===== src/rtl/sramc_pkg.sv =====
package sramc_pkg;

   typedef enum logic [2:0] {
      ST_IDLE,
      ST_TURN,
      ST_WSETUP,
      ST_WPULSE,
      ST_WREC,
      ST_RACC
   } sramc_state_e;

   typedef enum logic [1:0] {
      DIR_NONE,
      DIR_RD,
      DIR_WR
   } sramc_dir_e;

   function automatic int sramc_max5(input int a, input int b, input int c,
                                     input int d, input int e);
      int m;
      m = a;
      if (b > m) m = b;
      if (c > m) m = c;
      if (d > m) m = d;
      if (e > m) m = e;
      return m;
   endfunction

   function automatic logic sramc_bus_busy(input sramc_state_e s);
      return (s == ST_WSETUP) || (s == ST_WPULSE) || (s == ST_WREC) || (s == ST_RACC);
   endfunction

endpackage


===== src/rtl/sramc_phase_timer.sv =====
module sramc_phase_timer #(
   parameter int CNT_W = 3
) (
   input  logic             clk,
   input  logic             rst_n,
   input  logic             load,
   input  logic [CNT_W-1:0] load_val,
   output logic             last
);

   logic [CNT_W-1:0] cnt_q;

   always_ff @(posedge clk or negedge rst_n) begin
      if (!rst_n) begin
         cnt_q <= '0;
      end else if (load) begin
         cnt_q <= load_val - CNT_W'(1);
      end else if (cnt_q != '0) begin
         cnt_q <= cnt_q - CNT_W'(1);
      end
   end

   assign last = (cnt_q == '0);

endmodule


===== src/rtl/sramc_seq.sv =====
module sramc_seq
   import sramc_pkg::*;
#(
   parameter int CNT_W      = 3,
   parameter int SETUP_CYC  = 1,
   parameter int PULSE_CYC  = 2,
   parameter int REC_CYC    = 1,
   parameter int ACCESS_CYC = 3,
   parameter int TURN_CYC   = 2
) (
   input  logic             clk,
   input  logic             rst_n,
   input  logic             accept,
   input  logic             req_write,
   input  logic [1:0]       req_be,
   input  logic             phase_last,
   output sramc_state_e     state,
   output sramc_state_e     state_nxt,
   output logic             timer_load,
   output logic [CNT_W-1:0] timer_val,
   output logic             capture
);

   localparam logic [CNT_W-1:0] SETUP_V  = CNT_W'(SETUP_CYC);
   localparam logic [CNT_W-1:0] PULSE_V  = CNT_W'(PULSE_CYC);
   localparam logic [CNT_W-1:0] REC_V    = CNT_W'(REC_CYC);
   localparam logic [CNT_W-1:0] ACCESS_V = CNT_W'(ACCESS_CYC);
   localparam logic [CNT_W-1:0] TURN_V   = CNT_W'(TURN_CYC);

   sramc_state_e state_q;
   sramc_dir_e   dir_q;
   sramc_dir_e   dir_req;
   logic         op_wr_q;
   logic         real_op;
   logic         turn_needed;

   assign real_op     = accept && (req_be != 2'b00);
   assign dir_req     = req_write ? DIR_WR : DIR_RD;
   assign turn_needed = (dir_q != DIR_NONE) && (dir_q != dir_req);

   always_comb begin
      state_nxt  = state_q;
      timer_load = 1'b0;
      timer_val  = SETUP_V;
      capture    = 1'b0;
      unique case (state_q)
         ST_IDLE: begin
            if (real_op) begin
               timer_load = 1'b1;
               if (turn_needed) begin
                  state_nxt = ST_TURN;
                  timer_val = TURN_V;
               end else if (req_write) begin
                  state_nxt = ST_WSETUP;
                  timer_val = SETUP_V;
               end else begin
                  state_nxt = ST_RACC;
                  timer_val = ACCESS_V;
               end
            end
         end
         ST_TURN: begin
            if (phase_last) begin
               timer_load = 1'b1;
               if (op_wr_q) begin
                  state_nxt = ST_WSETUP;
                  timer_val = SETUP_V;
               end else begin
                  state_nxt = ST_RACC;
                  timer_val = ACCESS_V;
               end
            end
         end
         ST_WSETUP: begin
            if (phase_last) begin
               timer_load = 1'b1;
               state_nxt  = ST_WPULSE;
               timer_val  = PULSE_V;
            end
         end
         ST_WPULSE: begin
            if (phase_last) begin
               timer_load = 1'b1;
               state_nxt  = ST_WREC;
               timer_val  = REC_V;
            end
         end
         ST_WREC: begin
            if (phase_last) state_nxt = ST_IDLE;
         end
         ST_RACC: begin
            if (phase_last) begin
               state_nxt = ST_IDLE;
               capture   = 1'b1;
            end
         end
         default: state_nxt = ST_IDLE;
      endcase
   end

   always_ff @(posedge clk or negedge rst_n) begin
      if (!rst_n) begin
         state_q <= ST_IDLE;
         dir_q   <= DIR_NONE;
         op_wr_q <= 1'b0;
      end else begin
         state_q <= state_nxt;
         if (real_op) begin
            dir_q   <= dir_req;
            op_wr_q <= req_write;
         end
      end
   end

   assign state = state_q;

endmodule


===== src/rtl/sramc_lane_ctl.sv =====
module sramc_lane_ctl #(
   parameter int LANES  = 2,
   parameter int LANE_W = 8
) (
   input  logic                    clk,
   input  logic                    rst_n,
   input  logic                    bus_on_d,
   input  logic [LANES-1:0]        be_d,
   input  logic [LANES-1:0]        be_q,
   input  logic                    capture,
   input  logic                    clear,
   input  logic [LANES*LANE_W-1:0] dq_in,
   output logic [LANES-1:0]        lane_n,
   output logic [LANES*LANE_W-1:0] rdata
);

   for (genvar i = 0; i < LANES; i++) begin : g_lane
      logic              sel_n_q;
      logic [LANE_W-1:0] byte_q;

      always_ff @(posedge clk or negedge rst_n) begin
         if (!rst_n) begin
            sel_n_q <= 1'b1;
         end else begin
            sel_n_q <= ~(bus_on_d & be_d[i]);
         end
      end

      always_ff @(posedge clk or negedge rst_n) begin
         if (!rst_n) begin
            byte_q <= '0;
         end else if (clear) begin
            byte_q <= '0;
         end else if (capture) begin
            byte_q <= be_q[i] ? dq_in[i*LANE_W +: LANE_W] : '0;
         end
      end

      assign lane_n[i]                 = sel_n_q;
      assign rdata[i*LANE_W +: LANE_W] = byte_q;
   end

endmodule


===== src/rtl/sramc_pin_reg.sv =====
module sramc_pin_reg
   import sramc_pkg::*;
#(
   parameter int ADDR_W = 17,
   parameter int DATA_W = 16
) (
   input  logic              clk,
   input  logic              rst_n,
   input  sramc_state_e      state_nxt,
   input  logic              accept,
   input  logic              req_write,
   input  logic [ADDR_W-1:0] req_addr,
   input  logic [DATA_W-1:0] req_wdata,
   input  logic              rsp_set,
   output logic              cs_n,
   output logic              oe_n,
   output logic              we_n,
   output logic              drive,
   output logic [ADDR_W-1:0] addr,
   output logic [DATA_W-1:0] dout,
   output logic              rsp_valid
);

   logic wr_phase_d;

   assign wr_phase_d = (state_nxt == ST_WSETUP) || (state_nxt == ST_WPULSE) ||
                       (state_nxt == ST_WREC);

   always_ff @(posedge clk or negedge rst_n) begin
      if (!rst_n) begin
         cs_n      <= 1'b1;
         oe_n      <= 1'b1;
         we_n      <= 1'b1;
         drive     <= 1'b0;
         rsp_valid <= 1'b0;
      end else begin
         cs_n      <= ~sramc_bus_busy(state_nxt);
         oe_n      <= ~(state_nxt == ST_RACC);
         we_n      <= ~(state_nxt == ST_WPULSE);
         drive     <= wr_phase_d;
         rsp_valid <= rsp_set;
      end
   end

   always_ff @(posedge clk or negedge rst_n) begin
      if (!rst_n) begin
         addr <= '0;
         dout <= '0;
      end else if (accept) begin
         addr <= req_addr;
         if (req_write) dout <= req_wdata;
      end
   end

endmodule


===== src/rtl/async_sram_ctrl.sv =====
module async_sram_ctrl
   import sramc_pkg::*;
#(
   parameter int ADDR_W     = 17,
   parameter int LANE_W     = 8,
   parameter int SETUP_CYC  = 1,
   parameter int PULSE_CYC  = 2,
   parameter int REC_CYC    = 1,
   parameter int ACCESS_CYC = 3,
   parameter int TURN_CYC   = 2
) (
   input  logic                clk,
   input  logic                rst_n,
   input  logic                req_valid,
   output logic                req_ready,
   input  logic                req_write,
   input  logic [ADDR_W-1:0]   req_addr,
   input  logic [2*LANE_W-1:0] req_wdata,
   input  logic [1:0]          req_be,
   output logic                rsp_valid,
   output logic [2*LANE_W-1:0] rsp_rdata,
   output logic [ADDR_W-1:0]   mem_addr,
   output logic                mem_cs_n,
   output logic                mem_oe_n,
   output logic                mem_we_n,
   output logic                mem_ub_n,
   output logic                mem_lb_n,
   output logic [2*LANE_W-1:0] mem_dq_out,
   output logic                mem_dq_drive,
   input  logic [2*LANE_W-1:0] mem_dq_in
);

   localparam int LANES   = 2;
   localparam int DATA_W  = LANES * LANE_W;
   localparam int MAX_CYC = sramc_max5(SETUP_CYC, PULSE_CYC, REC_CYC, ACCESS_CYC, TURN_CYC);
   localparam int CNT_W   = (MAX_CYC < 2) ? 1 : $clog2(MAX_CYC + 1);

   if (SETUP_CYC < 1 || PULSE_CYC < 1 || REC_CYC < 1 || ACCESS_CYC < 1 || TURN_CYC < 1)
   begin : g_bad_timing
      $error("async_sram_ctrl: every phase length must be at least one cycle");
   end
   if (ADDR_W < 1 || LANE_W < 1) begin : g_bad_width
      $error("async_sram_ctrl: address and lane widths must be positive");
   end

   sramc_state_e     state;
   sramc_state_e     state_nxt;
   logic             accept;
   logic             timer_load;
   logic [CNT_W-1:0] timer_val;
   logic             phase_last;
   logic             capture;
   logic             noop_rd;
   logic [1:0]       be_q;
   logic [1:0]       be_d;
   logic [1:0]       lane_n;

   assign req_ready = (state == ST_IDLE);
   assign accept    = req_valid && req_ready;
   assign noop_rd   = accept && !req_write && (req_be == 2'b00);
   assign be_d      = (state == ST_IDLE) ? req_be : be_q;

   always_ff @(posedge clk or negedge rst_n) begin
      if (!rst_n) be_q <= '0;
      else if (accept) be_q <= req_be;
   end

   sramc_phase_timer #(.CNT_W(CNT_W)) u_timer (
      .clk      (clk),
      .rst_n    (rst_n),
      .load     (timer_load),
      .load_val (timer_val),
      .last     (phase_last)
   );

   sramc_seq #(
      .CNT_W      (CNT_W),
      .SETUP_CYC  (SETUP_CYC),
      .PULSE_CYC  (PULSE_CYC),
      .REC_CYC    (REC_CYC),
      .ACCESS_CYC (ACCESS_CYC),
      .TURN_CYC   (TURN_CYC)
   ) u_seq (
      .clk        (clk),
      .rst_n      (rst_n),
      .accept     (accept),
      .req_write  (req_write),
      .req_be     (req_be),
      .phase_last (phase_last),
      .state      (state),
      .state_nxt  (state_nxt),
      .timer_load (timer_load),
      .timer_val  (timer_val),
      .capture    (capture)
   );

   sramc_lane_ctl #(.LANES(LANES), .LANE_W(LANE_W)) u_lanes (
      .clk      (clk),
      .rst_n    (rst_n),
      .bus_on_d (sramc_bus_busy(state_nxt)),
      .be_d     (be_d),
      .be_q     (be_q),
      .capture  (capture),
      .clear    (noop_rd),
      .dq_in    (mem_dq_in),
      .lane_n   (lane_n),
      .rdata    (rsp_rdata)
   );

   sramc_pin_reg #(.ADDR_W(ADDR_W), .DATA_W(DATA_W)) u_pins (
      .clk       (clk),
      .rst_n     (rst_n),
      .state_nxt (state_nxt),
      .accept    (accept),
      .req_write (req_write),
      .req_addr  (req_addr),
      .req_wdata (req_wdata),
      .rsp_set   (capture | noop_rd),
      .cs_n      (mem_cs_n),
      .oe_n      (mem_oe_n),
      .we_n      (mem_we_n),
      .drive     (mem_dq_drive),
      .addr      (mem_addr),
      .dout      (mem_dq_out),
      .rsp_valid (rsp_valid)
   );

   assign mem_lb_n = lane_n[0];
   assign mem_ub_n = lane_n[1];

endmodule


===== config.mk =====
export PLATFORM = sky130hd
export DESIGN_NAME = async_sram_ctrl
export DESIGN_NICKNAME = d
export VERILOG_FILES = /design/src/rtl/sramc_pkg.sv /design/src/rtl/sramc_phase_timer.sv /design/src/rtl/sramc_seq.sv /design/src/rtl/sramc_lane_ctl.sv /design/src/rtl/sramc_pin_reg.sv /design/src/rtl/async_sram_ctrl.sv
export SDC_FILE = /design/constraint.sdc
export NUM_CORES = 1
export LEC_CHECK = 0
export ABC_AREA = 1
export BUFFER_PORTS_ARGS = -buffer_cell sky130_fd_sc_hd__buf_2
export CORE_MARGIN = 2
export CORE_UTILIZATION = 54
export CTS_BUF_LIST = sky130_fd_sc_hd__clkbuf_8
export DETAILED_ROUTE_END_ITERATION = 8
export GPL_TIMING_DRIVEN = 0
export HOLD_SLACK_MARGIN = 0.08
export PLACE_DENSITY = 0.94
export SYNTH_ARGS = -nofsm -noshare
export SYNTH_HDL_FRONTEND = slang
export SYNTH_SLANG_ARGS = --single-unit

===== constraint.sdc =====
create_clock -name clk -period 2.49 [get_ports clk]
set_input_delay 0 -clock clk [delete_from_list [all_inputs] [get_ports clk]]
set_output_delay 0 -clock clk [all_outputs]
set_load 0.01 [all_outputs]

==> impl_table.tex, run 1 <==
\begin{tabular}{lr}
\hline
Metric & Value \\
\hline
\multicolumn{2}{l}{\textbf{Worst hold path}} \\
\quad Class of the most critical hold timing path & in -> reg \\
\quad Hold-critical path depth & 4 \\
\quad Worst Hold End & be\_q[1] \\
\quad Worst min-delay path startpoint & req\_valid \\
\multicolumn{2}{l}{\textbf{GRT}} \\
\quad Number of antenna violations at the first check in global routing & 0 \\
\quad Global-route total usage across every layer & 0.3260 \\
\quad Total global routing overflow & 0 \\
\quad Maximum number of pins on one net before global-route repair & 66 \\
\quad Vias in the first global route & 2,922 \\
\quad Global-route wire length before repair & 13,620 um \\
\multicolumn{2}{l}{\textbf{Routing}} \\
\quad Total Wirelength & 9079 um \\
\quad Length of the first detailed-routing pass in iterations & 6 \\
\quad Wire per inst & 15.98 um \\
\quad Initial DRC Count & 151 \\
\quad Vias post-DR & 2,935 \\
\quad Residual DRC count & 0 \\
\quad Number of antenna-violating nets in the routed design & 0 \\
\quad Via-per-instance ratio & 5.167 \\
\multicolumn{2}{l}{\textbf{Final layout}} \\
\quad Number of antenna diodes & 0 \\
\quad Finished Core Util & 0.8191 \\
\quad Number of non-filler instances in the completed layout & 568 \\
\quad Final Net Count & 549 \\
\quad Share of final-layout standard cells stronger than drive strength 1 & 0.3012 \\
\quad Layout overhead on the synthesized area & 48.89\% \\
\multicolumn{2}{l}{\textbf{Synth}} \\
\quad Number of nets in the synthesized netlist & 374 \\
\quad Cell count after synthesis & 319 \\
\quad Number of library cell types mapped by synthesis & 22 \\
\quad Register area share after synthesis & 0.5886 \\
\quad Ys Warns & 0 \\
\quad Synthesized cell area & 2774 sq um \\
\quad Number of storage elements in the synthesis netlist & 65 \\
\quad Syn Area/Cell & 8.696 sq um \\
\multicolumn{2}{l}{\textbf{Critical path}} \\
\quad R2R Setup Slk & 830 ps \\
\quad Data arrival time of the critical path & 1870 ps \\
\quad Crit start category & flip-flop \\
\quad Count of cells along the worst register-to-register path & 7 \\
\quad Setup crit end kind & flip-flop \\
\quad Type of the worst setup path & reg -> reg \\
\quad Largest fanout on the critical path & 10 \\
\quad Capturing point of the worst reg2reg path & u\_pins.dout[12] \\
\quad R2R Path Start & u\_seq.state[0] \\
\quad Endpoint required time on the critical path & 2700 ps \\
\multicolumn{2}{l}{\textbf{Clock network}} \\
\quad TritonCTS clock tree & yes \\
\quad Quantity of gates resized following cts & 0 \\
\quad Clock latency of the later-clocked register in the worst-skew pair & 320 ps \\
\quad Root buf cell & sky130\_fd\_sc\_hd\_\_clkbuf\_8 \\
\quad Total number of H-tree levels & 3 \\
\quad Maximum number of buffers from clock root to sink & 2 \\
\quad Clock transition at the registers of the reported paths & 70 ps \\
\quad Total CTS buffers & 9 \\
\quad Number of clock sinks & 65 \\
\multicolumn{2}{l}{\textbf{Floorplanning}} \\
\quad Number of rows created at floorplan & 26 \\
\quad Core Box Area & 5042 sq um \\
\quad Width of the die & 75.67 um \\
\quad Height of the chip & 75.67 um \\
\quad Io pins & 112 \\
\quad Effective utilization at floorplan & 0.5501 \\
\quad Area enclosed by the die boundary & 5726 sq um \\
\multicolumn{2}{l}{\textbf{Place}} \\
\quad Port Buf Inserts & 111 \\
\quad Final estimated routing congestion in global placement & 0.8898 \\
\quad HPWL after detailed placement & 4763 um \\
\quad Cell count after placement & 500 \\
\multicolumn{2}{l}{\textbf{STA}} \\
\quad Tcrit/Tclk final & 0.6658 \\
\quad Slew Limit Headroom & 0.4742 \\
\quad Setup repair after global routing missed its margin & false \\
\quad Pins Over Slew Limit & 0 \\
\quad Final setup skew & 14.44 ps \\
\quad Total negative slack for setup checks & 0 ps \\
\quad Count of endpoints failing setup in the final report & 0 \\
\quad Hold violation total from the final report & 0 \\
\quad Worst Max-Slew Pin Slew & 788.7 ps \\
\quad Achievable Freq & 0.6031 GHz \\
\quad Worst slack on hold paths & 111.2 ps \\
\quad Minimum clock period & 1658 ps \\
\multicolumn{2}{l}{\textbf{Power}} \\
\quad Static leakage & 2.344 nW \\
\quad Peak supply drop & 734.0 uV \\
\quad Pwr Density & 1108 nW/um\^{}2 \\
\quad Total power draw & 4.576 mW \\
\multicolumn{2}{l}{\textbf{Flow run}} \\
\quad Maximum Capacitance Violations & 0 \\
\multicolumn{2}{l}{\textbf{Run status}} \\
\quad Outcome & finished clean \\
\hline
\end{tabular}
-- layer usage --
layer / vias up / global-route usage / wire length [um]
met5: - / 0 / 0
met4: 0 / 0.1715 / 329
met3: 34 / 0.08201 / 633
met2: 150 / 0.5314 / 4567
met1: 1409 / 0.4023 / 3549
li1: 1342 / - / -
-- timing repair --
item | in CTS | in global routing
endpoints found under the hold margin | 116 | 0
hold buffers | 53 | 0
buffers inserted | 0 | 0
-- kinds of logic (layout without fill, tap and decap cells) --
family | Yosys count | after routing | synth area share
and+or+nand+nor | 213 | 213 | 0.3374
DFF | 65 | 65 | 0.5886
buffers and inverters | 31 | 210 | 0.05232
AOI/OAI and AO/OA | 10 | 10 | 0.02165
-- final cells by class --
class | count | area, sq um
inverter | 21 | 78.83
fill | 281 | 912.1
clock inverter | 4 | 28.78
multi-input combinational | 223 | 996.0
tap | 70 | 87.58
sequential | 65 | 1633
clock buffer | 11 | 151.4
buffer | 10 | 66.31
timing repair buffer | 164 | 1089
-- worst max path at each step --
| stage | endpoint | cells after the start | slack [ps] | startpoint |
|---|---|---|---|---|
| after floorplan | u_lanes.g_lane[0].byte_q[0] | 7 | 1120 | u_seq.state[0] |
| after global placement | u_lanes.g_lane[0].byte_q[0] | 7 | 920 | u_seq.state[0] |
| after detailed placement | u_lanes.g_lane[0].byte_q[1] | 7 | 910 | u_seq.state[0] |
| after CTS | u_lanes.g_lane[0].byte_q[0] | 7 | 890 | u_seq.state[0] |
| after global routing | u_pins.dout[6] | 7 | 750 | u_seq.state[0] |
| final | u_pins.dout[12] | 7 | 830 | u_seq.state[0] |
-- layout by cell type (no fill, tap or decap) --
cell type	instances
sky130_fd_sc_hd__nand3_4	2
sky130_fd_sc_hd__clkbuf_1	4
sky130_fd_sc_hd__a21oi_1	2
sky130_fd_sc_hd__nand3_2	1
sky130_fd_sc_hd__o22ai_2	1
sky130_fd_sc_hd__nand2_1	149
sky130_fd_sc_hd__clkinv_4	1
sky130_fd_sc_hd__o211ai_1	1
sky130_fd_sc_hd__nor2_1	14
sky130_fd_sc_hd__dlygate4sd3_1	53
sky130_fd_sc_hd__dfstp_2	5
sky130_fd_sc_hd__nor2_4	3
sky130_fd_sc_hd__o21ai_0	6
sky130_fd_sc_hd__nand3_1	39
sky130_fd_sc_hd__clkinv_2	1
sky130_fd_sc_hd__buf_2	112
sky130_fd_sc_hd__clkbuf_8	11
sky130_fd_sc_hd__nand2_4	1
sky130_fd_sc_hd__nor2_8	1
sky130_fd_sc_hd__inv_1	18
sky130_fd_sc_hd__nand4_1	2
sky130_fd_sc_hd__buf_4	2
sky130_fd_sc_hd__inv_2	3
sky130_fd_sc_hd__dfrtp_1	60
sky130_fd_sc_hd__clkinvlp_4	2
sky130_fd_sc_hd__nor2_2	1
sky130_fd_sc_hd__buf_6	3
-- metrics by stage --
stage | setup slack, ps | cell area, sq um
finish | 832.0 | 4130
global route | 753.6 | 4130
CTS | 890.5 | 4128
detailed placement | 905.6 | 3417
global placement | 916.7 | 3417
floorplan | 1120 | 2774
-- sequential cells by signal, summed over array words and instances, names as in the netlist --
name,flops
u_pins.we_n,1
u_pins.dout,16
u_lanes.g_lane.sel_n_q,2
u_seq.dir_q,2
u_lanes.g_lane.byte_q,16
u_timer.cnt_q,2
u_pins.addr,17
u_seq.state,3
be_q,2
u_pins.rsp_valid,1
u_pins.drive,1
u_pins.oe_n,1
u_pins.cs_n,1
-- cell usage after synthesis, drive strengths merged --
library cell  number  area [sq um]
inv               21         78.82
nor2              19         112.6
nand3             42         240.2
o22ai              1         12.51
o211ai             1         7.510
a21oi              2         10.01
buf                6         51.30
dfrtp             60          1501
nand2            150         570.6
clkbuf             4         15.01
o21ai              6         30.03
dfstp              5         131.4
nand4              2         12.51
-- worst max-delay path, stage by stage (launching register included) --
cell	delay, ps
sky130_fd_sc_hd__dfrtp_1	470
sky130_fd_sc_hd__nor2_4	220
sky130_fd_sc_hd__nand3_4	160
sky130_fd_sc_hd__nor2_4	230
sky130_fd_sc_hd__inv_2	130
sky130_fd_sc_hd__buf_6	170
sky130_fd_sc_hd__nand2_1	90
sky130_fd_sc_hd__nand2_1	70
-- report_power, final --
group	switching (mW)	internal, mW	total, mW
clock network	0.399	0.410	0.810
logic	1.22	0.714	1.94
registers	0.308	1.52	1.83
Power figures use the tool's default switching activity.
==> run 2, diff against run 1 <==
Settings changed: CORE_UTILIZATION 54 to 50, PLACE_DENSITY 0.94 to 0.88.
Clock period 2.49 ns to 1.6 ns, I/O delays scaled along.
==> run 2 against run 1 <==
Via count decreased by 3.1%. Setup slack got worse by 750 ps. Global-route usage shrank 5.3 points. Sequential share of layout area is 1.1 points lower. Largest power group unchanged. Power rose by 61%. Final cell count is 1.9% higher. Count of clock-buffer cells in the layout is 1 lower. Utilization down 3.7 points. First-iteration DRC count is 23% higher. Critical endpoint is now u_lanes.g_lane[0].byte_q[6].
==> impl_table.tex, run 2 (synthesis results as in run 1) <==
\begin{tabular}{lr}
\hline
Metric & Value \\
\hline
\multicolumn{2}{l}{\textbf{GRT}} \\
\quad Total global routing overflow & 0 (unchanged) \\
\quad Maximum number of pins on one net before global-route repair & 66 (unchanged) \\
\quad Number of antenna violations at the first check in global routing & 0 (unchanged) \\
\quad Global-route total usage across every layer & 0.2733 (was 0.3260) \\
\quad Vias in the first global route & 2,797 (was 2,922) \\
\quad Global-route wire length before repair & 12,810 um (was 13,620 um) \\
\multicolumn{2}{l}{\textbf{Clock network}} \\
\quad Total number of H-tree levels & 3 (unchanged) \\
\quad Root buf cell & sky130\_fd\_sc\_hd\_\_clkbuf\_8 (unchanged) \\
\quad Clock transition at the registers of the reported paths & 70 ps (about the same) \\
\quad Clock latency of the later-clocked register in the worst-skew pair & 340 ps (was 320 ps) \\
\quad TritonCTS clock tree & yes (unchanged) \\
\quad Total CTS buffers & 9 (unchanged) \\
\quad Number of clock sinks & 65 (unchanged) \\
\quad Maximum number of buffers from clock root to sink & 2 (unchanged) \\
\multicolumn{2}{l}{\textbf{Worst hold path}} \\
\quad Class of the most critical hold timing path & in -> reg (unchanged) \\
\quad Hold-critical path depth & 4 (unchanged) \\
\multicolumn{2}{l}{\textbf{Routing}} \\
\quad Wire per inst & 14.18 um (was 15.98 um) \\
\quad Length of the first detailed-routing pass in iterations & 4 (was 6) \\
\quad Initial DRC Count & 185 (was 151) \\
\quad Via-per-instance ratio & 4.912 (was 5.167) \\
\quad Residual DRC count & 0 (unchanged) \\
\quad Total Wirelength & 8213 um (was 9079 um) \\
\quad Vias post-DR & 2,844 (was 2,935) \\
\quad Number of antenna-violating nets in the routed design & 0 (unchanged) \\
\multicolumn{2}{l}{\textbf{STA}} \\
\quad Final critical-path setup slack & 82.14 ps (was 832.0 ps) \\
\quad Count of endpoints failing setup in the final report & 0 (unchanged) \\
\quad Minimum clock period & 1518 ps (was 1658 ps) \\
\quad Worst Max-Slew Pin Slew & 787.5 ps (was 788.7 ps) \\
\quad Worst slack on hold paths & 89.67 ps (was 111.2 ps) \\
\quad Tcrit/Tclk final & 0.9487 (was 0.6658) \\
\quad Pins Over Slew Limit & 0 (unchanged) \\
\quad Final setup skew & 8.831 ps (was 14.44 ps) \\
\quad Hold violation total from the final report & 0 (unchanged) \\
\quad Achievable Freq & 0.6588 GHz (was 0.6031 GHz) \\
\quad Slew Limit Headroom & 0.4750 (was 0.4742) \\
\multicolumn{2}{l}{\textbf{Place}} \\
\quad Setup slack at placement & 4.226 ps (was 905.6 ps) \\
\quad HPWL after detailed placement & 4549 um (was 4763 um) \\
\quad Port Buf Inserts & 111 (unchanged) \\
\quad Final estimated routing congestion in global placement & 0.8836 (was 0.8898) \\
\quad Cell count after placement & 502 (was 500) \\
\multicolumn{2}{l}{\textbf{Final layout}} \\
\quad Share of final-layout standard cells stronger than drive strength 1 & 0.3195 (was 0.3012) \\
\quad Commonest cells after routing, fill and taps aside & 149 x sky130\_fd\_sc\_hd\_\_nand2\_1, 112 x sky130\_fd\_sc\_hd\_\_buf\_2, 58 x sky130\_fd\_sc\_hd\_\_dfrtp\_1, 53 x sky130\_fd\_sc\_hd\_\_dlygate4sd3\_1, 39 x sky130\_fd\_sc\_hd\_\_nand3\_1 (was 149 x sky130\_fd\_sc\_hd\_\_nand2\_1, 112 x sky130\_fd\_sc\_hd\_\_buf\_2, 60 x sky130\_fd\_sc\_hd\_\_dfrtp\_1, 53 x sky130\_fd\_sc\_hd\_\_dlygate4sd3\_1, 39 x sky130\_fd\_sc\_hd\_\_nand3\_1) \\
\quad Final Net Count & 557 (was 549) \\
\quad Leading cell type in the layout, fill and taps excluded & sky130\_fd\_sc\_hd\_\_nand2\_1 (unchanged) \\
\quad Top register by number of flip-flops & u\_pins.addr (unchanged) \\
\quad Largest registers & u\_pins.addr (17), u\_lanes.g\_lane.byte\_q (16), u\_pins.dout (16) (unchanged) \\
\quad Number of non-filler instances in the completed layout & 579 (was 568) \\
\quad Layout overhead on the synthesized area & 53.32\% (was 48.89\%) \\
\quad Number of antenna diodes & 0 (unchanged) \\
\quad Number of flip-flops under the largest register name & 17 (unchanged) \\
\multicolumn{2}{l}{\textbf{Critical path}} \\
\quad Setup crit end kind & flip-flop (unchanged) \\
\quad Data arrival time of the critical path & 1740 ps (was 1870 ps) \\
\quad Largest fanout on the critical path & 9 (was 10) \\
\quad Crit start category & flip-flop (unchanged) \\
\quad Count of cells along the worst register-to-register path & 7 (unchanged) \\
\quad Type of the worst setup path & reg -> reg (unchanged) \\
\quad Endpoint required time on the critical path & 1820 ps (was 2700 ps) \\
\multicolumn{2}{l}{\textbf{Floorplanning}} \\
\quad Area enclosed by the die boundary & 6160 sq um (was 5726 sq um) \\
\quad Io pins & 112 (unchanged) \\
\quad Effective utilization at floorplan & 0.5100 (was 0.5501) \\
\quad Height of the chip & 78.49 um (was 75.67 um) \\
\quad Number of rows created at floorplan & 27 (was 26) \\
\quad Core Box Area & 5439 sq um (was 5042 sq um) \\
\quad Width of the die & 78.49 um (was 75.67 um) \\
\multicolumn{2}{l}{\textbf{Power}} \\
\quad Pwr Density & 1730 nW/um\^{}2 (was 1108 nW/um\^{}2) \\
\quad Total power draw & 7.358 mW (was 4.576 mW) \\
\quad Peak supply drop & 1034 uV (was 734.0 uV) \\
\quad Static leakage & 2.406 nW (was 2.344 nW) \\
\multicolumn{2}{l}{\textbf{Run status}} \\
\quad Outcome & finished clean (unchanged) \\
\multicolumn{2}{l}{\textbf{Flow run}} \\
\quad Maximum Capacitance Violations & 0 (unchanged) \\
\hline
\end{tabular}
run 2: cell count changes in the layout (fill, tap and decap cells not counted):
cell,change
sky130_fd_sc_hd__nand3_2,-1
sky130_fd_sc_hd__nor2_1,-1
sky130_fd_sc_hd__clkbuf_8,-1
sky130_fd_sc_hd__nand3_4,+1
sky130_fd_sc_hd__dfrtp_1,-2
sky130_fd_sc_hd__buf_4,+8
sky130_fd_sc_hd__inv_6,+1
sky130_fd_sc_hd__nor2_2,+1
sky130_fd_sc_hd__bufinv_16,+2
sky130_fd_sc_hd__dfrtp_2,+2
sky130_fd_sc_hd__clkinvlp_4,-1
run 2: path summary, 6_finish.rpt:
check                          startpoint                          end  slack, ps
max                        u_seq.state[2]  u_lanes.g_lane[0].byte_q[6]         80
min                             req_valid                      be_q[1]         90
max reg2reg                u_seq.state[2]  u_lanes.g_lane[0].byte_q[6]         80
min reg2reg                u_pins.dout[1]               u_pins.dout[1]        470
max in group asynchronous           rst_n               u_seq.state[0]        740
min in group asynchronous           rst_n               u_pins.dout[0]        280
run 2: routing by layer:
metal | vias up | part of all wire | GRT usage
li1 | 1362 | - | -
met1 | 1317 | 0.40 | 0.3198
met2 | 140 | 0.51 | 0.4664
met3 | 25 | 0.061 | 0.05862
met4 | 0 | 0.033 | 0.1544
met5 | - | 0 | 0
run 2: layout make-up:
| class | count | area (sq um) |
|---|---|---|
| buffer | 10 | 66.31 |
| clock buffer | 10 | 137.6 |
| clock inverter | 6 | 90.09 |
| fill | 366 | 1186 |
| inverter | 21 | 78.83 |
| multi-input combinational | 223 | 1006 |
| sequential | 65 | 1635 |
| tap | 72 | 90.09 |
| timing repair buffer | 172 | 1149 |
run 2: stage by stage:
stage	cell area, sq um	util	TNS (ps)
floorplan	2774	-	0
global placement	3420	0.6287	0
detailed placement	3420	0.6287	0
CTS	4185	0.7695	0
global route	4253	0.7819	-3.290
finish	4253	0.7819	0
run 2: where the power goes:
group,internal [mW],switching [mW],leakage [nW]
clock,0.925,0.644,0.113
sequential,2.37,0.438,0.819
combinational,1.18,1.81,1.47
total,4.47,2.89,2.41
run 2: timing repair:
| item | CTS | global route |
|---|---|---|
| pin swaps | 1 | 3 |
| setup buffers | 1 | 7 |
| endpoints found under the setup margin | 5 | 25 |
| gates resized for setup | 0 | 4 |
| hold endpoints to repair | 116 | 0 |
| hold buffers | 53 | 0 |
run 2: worst max-delay path, cell delays in order, from the launching register on:
cell and delay (ps):
sky130_fd_sc_hd__dfrtp_2 470, sky130_fd_sc_hd__nor2_4 190, sky130_fd_sc_hd__nand2_4 110, sky130_fd_sc_hd__nor2_8 150, sky130_fd_sc_hd__nand3_4 150, sky130_fd_sc_hd__buf_4 190, sky130_fd_sc_hd__nand3_1 70, sky130_fd_sc_hd__nand2_1 70
